**config.mk**
```make
export PLATFORM = sky130hd
export DESIGN_NAME = epp_cycle_gate
export DESIGN_NICKNAME = d
export VERILOG_FILES = /design/src/rtl/epp_pkg.sv /design/src/rtl/epp_gate.sv /design/src/rtl/epp_tmo_flag.sv /design/src/rtl/epp_lane_plan.sv /design/src/rtl/epp_seq.sv /design/src/rtl/epp_cycle_gate.sv
export SDC_FILE = /design/constraint.sdc
export NUM_CORES = 1
export LEC_CHECK = 0
export ABC_CLOCK_PERIOD_IN_PS = 3200
export BUFFER_PORTS_ARGS = -buffer_cell sky130_fd_sc_hd__buf_2
export CAP_MARGIN = 20
export CELL_PAD_IN_SITES_DETAIL_PLACEMENT = 1
export CELL_PAD_IN_SITES_GLOBAL_PLACEMENT = 2
export CORE_MARGIN = 8
export CORE_UTILIZATION = 33
export DETAILED_ROUTE_END_ITERATION = 8
export MAX_ROUTING_LAYER = met4
export PLACE_DENSITY = 0.87
export SLEW_MARGIN = 40
export SYNTH_ARGS = -nofsm -noshare
export SYNTH_HDL_FRONTEND = slang
export SYNTH_SLANG_ARGS = --single-unit
```
**constraint.sdc**
```tcl
create_clock -name clk -period 3.2 [get_ports clk]
set_clock_uncertainty 0.1 [all_clocks]
set_input_delay 0.64 -clock clk [delete_from_list [all_inputs] [get_ports clk]]
set_output_delay 0.64 -clock clk [all_outputs]
set_load 0.005 [all_outputs]
```
**src/rtl/epp_pkg.sv**
```systemverilog
`timescale 1ns/1ps
package epp_pkg;

  typedef enum logic [1:0] {
    SQ_IDLE = 2'd0,
    SQ_STB  = 2'd1,
    SQ_GAP  = 2'd2,
    SQ_DONE = 2'd3
  } sq_state_t;

  typedef enum logic [1:0] {
    AK_OTHER  = 2'd0,
    AK_STATUS = 2'd1,
    AK_ADDR   = 2'd2,
    AK_DATA   = 2'd3
  } acc_kind_t;

  localparam logic [2:0] OFS_STATUS = 3'd1;
  localparam logic [2:0] OFS_ADDR   = 3'd3;
  localparam logic [2:0] OFS_DATA   = 3'd4;

  // direction bit 5 plus the four line bits 3..0
  localparam logic [7:0] GATE_MASK = 8'h2F;
  localparam logic [7:0] WR_MATCH  = 8'h04;
  localparam logic [7:0] RD_MATCH  = 8'h24;

  function automatic acc_kind_t decode_offset(input logic [2:0] ofs);
    case (ofs)
      OFS_STATUS: return AK_STATUS;
      OFS_ADDR:   return AK_ADDR;
      OFS_DATA:   return AK_DATA;
      default:    return AK_OTHER;
    endcase
  endfunction

endpackage

```
**src/rtl/epp_gate.sv**
```systemverilog
`timescale 1ns/1ps
module epp_gate
  import epp_pkg::*;
(
  input  logic [7:0] ctrl_i,
  output logic       wr_ok_o,
  output logic       rd_ok_o
);
  logic [7:0] masked;

  always_comb begin
    masked  = ctrl_i & GATE_MASK;
    wr_ok_o = (masked == WR_MATCH);
    rd_ok_o = (masked == RD_MATCH);
  end
endmodule

```
**src/rtl/epp_tmo_flag.sv**
```systemverilog
`timescale 1ns/1ps
module epp_tmo_flag (
  input  logic clk,
  input  logic rst_n,
  input  logic set_i,
  input  logic clr_i,
  output logic flag_o
);
  logic flag_q, flag_d, flag_en;

  always_comb begin
    flag_en = set_i | clr_i;
    flag_d  = set_i;
  end

  always_ff @(posedge clk or negedge rst_n) begin
    if (!rst_n)       flag_q <= 1'b0;
    else if (flag_en) flag_q <= flag_d;
  end

  assign flag_o = flag_q;
endmodule

```
**src/rtl/epp_lane_plan.sv**
```systemverilog
`timescale 1ns/1ps
module epp_lane_plan
  import epp_pkg::*;
#(
  parameter int LANES  = 4,
  parameter int LIDX_W = (LANES > 1) ? $clog2(LANES) : 1
) (
  input  acc_kind_t           kind_i,
  input  logic [1:0]          size_i,
  output logic [LIDX_W-1:0]   last_o,
  output logic [LANES*8-1:0]  fill_o
);
  localparam logic [7:0] LANES_B = 8'(LANES);

  logic [7:0] want;

  always_comb begin
    case (size_i)
      2'd0:    want = 8'd1;
      2'd1:    want = 8'd2;
      default: want = 8'd4;
    endcase
    if (kind_i != AK_DATA) want = 8'd1;
    if (want > LANES_B)    want = LANES_B;
    last_o = LIDX_W'(want - 8'd1);
  end

  for (genvar g = 0; g < LANES; g++) begin : g_fill
    assign fill_o[g*8 +: 8] = (LIDX_W'(g) <= last_o) ? 8'hFF : 8'h00;
  end
endmodule

```
**src/rtl/epp_seq.sv**
```systemverilog
`timescale 1ns/1ps
module epp_seq
  import epp_pkg::*;
#(
  parameter int DATA_W = 32,
  parameter int TMO_W  = 8
) (
  input  logic              clk,
  input  logic              rst_n,
  input  logic              req_i,
  input  logic              wr_i,
  input  logic [2:0]        ofs_i,
  input  logic [1:0]        size_i,
  input  logic [DATA_W-1:0] wdata_i,
  input  logic              wr_ok_i,
  input  logic              rd_ok_i,
  input  logic [7:0]        stat_i,
  input  logic              flag_i,
  input  logic [TMO_W-1:0]  tmo_limit_i,
  input  logic              ready_i,
  input  logic [7:0]        din_i,
  output logic [DATA_W-1:0] rdata_o,
  output logic              busy_o,
  output logic              ack_o,
  output logic              astb_o,
  output logic              dstb_o,
  output logic              write_o,
  output logic [7:0]        dout_o,
  output logic              tmo_set_o,
  output logic              flag_clr_o
);
  localparam int LANES  = DATA_W / 8;
  localparam int LIDX_W = (LANES > 1) ? $clog2(LANES) : 1;

  sq_state_t         st_q, st_d;
  logic [LIDX_W-1:0] idx_q, idx_d, last_q, last_d;
  logic [TMO_W-1:0]  cnt_q, cnt_d, lim_m1;
  logic [DATA_W-1:0] buf_q, buf_d;
  logic              wr_q, wr_d, addr_q, addr_d;
  logic              ctx_en, buf_en, cnt_en, idx_en;
  acc_kind_t         kind;
  logic [LIDX_W-1:0] plan_last;
  logic [DATA_W-1:0] plan_fill;
  logic              go;
  logic              unused_stat_bit;

  assign unused_stat_bit = stat_i[0];

  assign kind = decode_offset(ofs_i);

  epp_lane_plan #(.LANES(LANES), .LIDX_W(LIDX_W)) u_plan (
    .kind_i (kind),
    .size_i (size_i),
    .last_o (plan_last),
    .fill_o (plan_fill)
  );

  assign lim_m1 = (tmo_limit_i == '0) ? '0 : tmo_limit_i - 1'b1;

  always_comb begin
    st_d       = st_q;
    idx_d      = idx_q;
    last_d     = last_q;
    cnt_d      = cnt_q;
    buf_d      = buf_q;
    wr_d       = wr_q;
    addr_d     = addr_q;
    ctx_en     = 1'b0;
    buf_en     = 1'b0;
    cnt_en     = 1'b0;
    idx_en     = 1'b0;
    tmo_set_o  = 1'b0;
    flag_clr_o = 1'b0;
    go         = 1'b0;
    case (st_q)
      SQ_IDLE: begin
        if (req_i) begin
          ctx_en = 1'b1;
          wr_d   = wr_i;
          addr_d = (kind == AK_ADDR);
          last_d = plan_last;
          idx_en = 1'b1;
          idx_d  = '0;
          cnt_en = 1'b1;
          cnt_d  = '0;
          st_d   = SQ_DONE;
          case (kind)
            AK_STATUS: begin
              flag_clr_o = wr_i & wdata_i[0];
              if (!wr_i) begin
                buf_en = 1'b1;
                buf_d  = DATA_W'({stat_i[7:1], flag_i});
              end
            end
            AK_ADDR, AK_DATA: begin
              go     = wr_i ? wr_ok_i : rd_ok_i;
              buf_en = 1'b1;
              buf_d  = wr_i ? wdata_i : plan_fill;
              if (go) st_d = SQ_STB;
            end
            default: begin
              buf_en = 1'b1;
              buf_d  = DATA_W'(8'hFF);
            end
          endcase
        end
      end
      SQ_STB: begin
        if (ready_i) begin
          if (!wr_q) begin
            buf_en = 1'b1;
            buf_d[{idx_q, 3'b000} +: 8] = din_i;
          end
          if (idx_q == last_q) begin
            st_d = SQ_DONE;
          end else begin
            idx_en = 1'b1;
            idx_d  = idx_q + 1'b1;
            st_d   = SQ_GAP;
          end
        end else if (cnt_q >= lim_m1) begin
          tmo_set_o = 1'b1;
          st_d      = SQ_DONE;
        end else begin
          cnt_en = 1'b1;
          cnt_d  = cnt_q + 1'b1;
        end
      end
      SQ_GAP: begin
        cnt_en = 1'b1;
        cnt_d  = '0;
        st_d   = SQ_STB;
      end
      default: st_d = SQ_IDLE;
    endcase
  end

  always_ff @(posedge clk or negedge rst_n) begin
    if (!rst_n) st_q <= SQ_IDLE;
    else        st_q <= st_d;
  end

  always_ff @(posedge clk or negedge rst_n) begin
    if (!rst_n) begin
      wr_q   <= 1'b0;
      addr_q <= 1'b0;
      last_q <= '0;
    end else if (ctx_en) begin
      wr_q   <= wr_d;
      addr_q <= addr_d;
      last_q <= last_d;
    end
  end

  always_ff @(posedge clk or negedge rst_n) begin
    if (!rst_n)      idx_q <= '0;
    else if (idx_en) idx_q <= idx_d;
  end

  always_ff @(posedge clk or negedge rst_n) begin
    if (!rst_n)      cnt_q <= '0;
    else if (cnt_en) cnt_q <= cnt_d;
  end

  always_ff @(posedge clk or negedge rst_n) begin
    if (!rst_n)      buf_q <= '0;
    else if (buf_en) buf_q <= buf_d;
  end

  assign busy_o  = (st_q != SQ_IDLE);
  assign ack_o   = (st_q == SQ_DONE);
  assign astb_o  = (st_q == SQ_STB) &  addr_q;
  assign dstb_o  = (st_q == SQ_STB) & ~addr_q;
  assign write_o = wr_q;
  assign dout_o  = buf_q[{idx_q, 3'b000} +: 8];
  assign rdata_o = buf_q;
endmodule

```
**src/rtl/epp_cycle_gate.sv**
```systemverilog
`timescale 1ns/1ps
module epp_cycle_gate #(
  parameter int DATA_W = 32,
  parameter int TMO_W  = 8
) (
  input  logic              clk,
  input  logic              rst_n,
  input  logic              host_req,
  input  logic              host_wr,
  input  logic [2:0]        host_ofs,
  input  logic [1:0]        host_size,
  input  logic [DATA_W-1:0] host_wdata,
  output logic [DATA_W-1:0] host_rdata,
  output logic              host_busy,
  output logic              host_ack,
  input  logic [7:0]        ctrl_reg,
  input  logic [7:0]        stat_lines,
  input  logic [TMO_W-1:0]  tmo_limit,
  output logic              per_astb,
  output logic              per_dstb,
  output logic              per_write,
  output logic [7:0]        per_dout,
  input  logic [7:0]        per_din,
  input  logic              per_ready
);
  logic wr_ok, rd_ok, tmo_set, flag_clr, tmo_flag;

  epp_gate u_gate (
    .ctrl_i  (ctrl_reg),
    .wr_ok_o (wr_ok),
    .rd_ok_o (rd_ok)
  );

  epp_tmo_flag u_flag (
    .clk    (clk),
    .rst_n  (rst_n),
    .set_i  (tmo_set),
    .clr_i  (flag_clr),
    .flag_o (tmo_flag)
  );

  epp_seq #(.DATA_W(DATA_W), .TMO_W(TMO_W)) u_seq (
    .clk         (clk),
    .rst_n       (rst_n),
    .req_i       (host_req),
    .wr_i        (host_wr),
    .ofs_i       (host_ofs),
    .size_i      (host_size),
    .wdata_i     (host_wdata),
    .wr_ok_i     (wr_ok),
    .rd_ok_i     (rd_ok),
    .stat_i      (stat_lines),
    .flag_i      (tmo_flag),
    .tmo_limit_i (tmo_limit),
    .ready_i     (per_ready),
    .din_i       (per_din),
    .rdata_o     (host_rdata),
    .busy_o      (host_busy),
    .ack_o       (host_ack),
    .astb_o      (per_astb),
    .dstb_o      (per_dstb),
    .write_o     (per_write),
    .dout_o      (per_dout),
    .tmo_set_o   (tmo_set),
    .flag_clr_o  (flag_clr)
  );
endmodule

```
==> flow_summary.ini <==
[status]
status = finished clean

[finish]
final_common_cell = buf_2
area_growth_pct = 24.2
drive_above_1_share = 0.410
nets = 551
post_layout_nonfiller_instances = 602
mostFrequentLayoutCells = buf_2 (114), dfrtp_1 (49), nand2_1 (42)
final_cell_area_sq_um = 4420

[critical_path]
required_ns = 3.33
cp_slowest_cell = or3_1
cp-end-kind = flip-flop
startpoint_type = input port
path_cells = buf_2 > inv_1 > ha_1 > nor2b_4 > nand3b_1 > or3_1 > nand2_1 > ha_1 > and3_4 > a221oi_4 > buf_4 > nand2_1 > nor2_4 > mux2i_1
path_max_fanout = 6
cpPeakStageDelay_ns = 0.41
arrival_ns = 3.19
critPathKind = input port to flip-flop

[cts]
cts.path.max_buffers = 2
clkLatencyLatePin_ns = 0.31
post_cts_buffers = 0
clk_pin_slew_ns = 0.10
hold_buffers = 0
htree_levels = 2
numCtsBuffers = 5
cts.sinks = 49
cts_root_buf = clkbuf_8
tritoncts = done

[yosys]
synth_mux_area_frac = 0.197
ys_seq_area_frac = 0.344
synth_top_family_by_area = multiplexers
yosysTopAreaCell = dfrtp_1
yosys.area_share.simple = 0.163
ys_ff_latch = 49
async_flop_share = 1.00
ys.flop_type = dfrtp_1
synth-adder-area-share = 0.0562
yosysTopAreaCellShare = 0.344
syn_nets = 438
synth_compound_area_frac = 0.177
ys.warnings.count = 0
synth_edf_count = 0
yosys-top-cells-area = dfrtp_1 (34%), mux2_4 (13%), ha_1 (5.6%)
synth_xor_area_frac = 0.0148
syn_inst = 348
syn_area_sq_um = 3560
syn_area_per_cell_sq_um = 10.2
ys_types = 50

[routing]
wl_mm = 11.8
vias = 3141
route.detailed.drc = 0
wl_per_cell_um = 19.6
via_per_inst = 5.22
dr.first_iter.drc_count = 115
final_antenna_net_count = 0
drt_pass1_iterations = 4

[sta]
rsz0062_at_grt = true
slew_violations = 0
max_freq_mhz = 327
holdWs_ns = 0.104
setup_viol = 0
period_needed_ns = 3.06
tightest_slew_ns = 0.615
period_share = 0.956
slew_headroom = 0.590
tns_ns = 0
hold_violations = 0

[global_route]
grt_use_met2 = 0.279
grt_max_degree = 37
grt_usage = 0.170
busiest_layer = met2
grt.met1_usage = 0.212
antenna_found_initial = 1
gr-total-overflow = 0
grt_pass1_vias = 3383
grt_pass1_wl_mm = 19.2
grt_util_met3 = 0.0277

[placement]
dpl_cell_area_sq_um = 4280
io_buffers = 114
dp.cells = 594
dpl.hpwl_mm = 9.55
gp_congestion = 0.890

[floorplanning]
die_h_um = 120
die_area_sq_um = 14400
rows = 38
core_area_sq_um = 10700
die_x_um = 120
start_util = 0.333
io_pins = 119

[power_and_ir_drop]
leakagePower_nw = 2.11
p_per_area_nw_per_um2 = 702
vdd_drop_max_mv = 0.262

[flow_run]
maxCapViolCount = 0

[hold_path]
hold_class = input port to async pin
## timing repair
item	CTS	global route
resized for setup	1	5
pin swaps	0	2
endpoints found under the setup margin	2	8
## final cells by class
type | instances | area [sq um]
antenna | 1 | 2.50
clock buffer | 5 | 68.8
clock inverter | 2 | 38.8
fill | 1254 | 6270
inverter | 11 | 41.3
multi-input combinational | 266 | 2200
sequential | 49 | 1230
tap | 140 | 175
timing repair buffer | 128 | 676
## critical path, delay by kind of cell
| kind | cells | cell delay (ns) |
|---|---|---|
| AND/OR/NAND/NOR | 7 | 1.18 |
| adder cells (fa/ha/maj) | 2 | 0.39 |
| AO/OA/AOI/OAI | 1 | 0.37 |
| buffers and inverters | 3 | 0.36 |
| multiplexers | 1 | 0.23 |
## metal layers
metal | up-vias | routed length, um
met3 | 12 | 489
li1 | 1507 | -
met1 | 1554 | 5310
met5 | - | 0
met2 | 68 | 5870
met4 | 0 | 165
## power breakdown
part,switching [mW],internal (mW),total [mW]
clock network,0.227,0.232,0.459
registers,0.249,0.820,1.07
logic,0.747,0.830,1.58
## registers in the layout, indices dropped and copies added (netlist names)
signal,count
u_seq.last_q,2
u_seq.cnt_q,8
u_flag.flag_o,1
u_seq.addr_q,1
u_seq.rdata_o,32
u_seq.idx_q,2
u_seq.write_o,1
u_seq.st_q,2
## stage by stage
step / total power, mW / utilization / worst slack [ns]
after CTS: 3.12 / 0.411 / 0.0246
after global placement: 2.60 / 0.400 / -0.158
final: 3.11 / 0.414 / 0.141
after detailed placement: 2.66 / 0.400 / -0.345
after floorplan: 2.10 / - / 0.0433
after global routing: 3.31 / 0.414 / -0.0265
## Yosys cell counts (2+ instances only)
| cell type | number |
|---|---|
| dfrtp_1 | 49 |
| nand2_1 | 43 |
| mux2_4 | 32 |
| a21oi_1 | 31 |
| o21ai_0 | 20 |
| ha_1 | 16 |
| o2bb2ai_1 | 16 |
| clkbuf_1 | 11 |
| inv_1 | 11 |
| nor2_1 | 11 |
| mux4_2 | 8 |
| o221ai_1 | 8 |
| and2_1 | 5 |
| buf_6 | 5 |
| nand2b_1 | 5 |
| nor2b_1 | 5 |
| and3_1 | 4 |
| buf_2 | 4 |
| mux2i_1 | 4 |
| nand3_1 | 4 |
| nand4_1 | 4 |
| nor3b_1 | 4 |
| o21a_1 | 4 |
| or3_1 | 4 |
| a22o_1 | 3 |
| and4_1 | 3 |
| nand3b_1 | 3 |
| o211ai_1 | 3 |
| xnor2_1 | 3 |
| xor2_1 | 3 |
| nor3_1 | 2 |
| o31ai_1 | 2 |
## cells by family after synthesis
group | Yosys count
buffers and inverters | 33
AO/OA/AOI/OAI | 94
flip-flops | 49
multiplexers | 44
XOR/XNOR | 6
adder cells (fa/ha/maj) | 16
AND/OR/NAND/NOR | 106
## worst paths after layout
kind                                       startpoint                             to  slack [ns]  depth (start not counted)
max in group asynchronous                       rst_n  u_seq.rdata_o[17]$_DFFE_PN0P_        2.10                          2
max reg2reg                u_seq.idx_q[1]$_DFFE_PN0P_  u_seq.rdata_o[30]$_DFFE_PN0P_        0.87                          6
min in group clk             u_seq.addr_q$_DFFE_PN0P_       u_seq.addr_q$_DFFE_PN0P_        0.41                          2
min                                             rst_n  u_seq.rdata_o[31]$_DFFE_PN0P_        0.10                          1
min reg2reg                  u_seq.addr_q$_DFFE_PN0P_       u_seq.addr_q$_DFFE_PN0P_        0.41                          2
max                                      tmo_limit[0]     u_seq.cnt_q[0]$_DFFE_PN0P_        0.14                         14
Power figures use the tool's default switching activity.
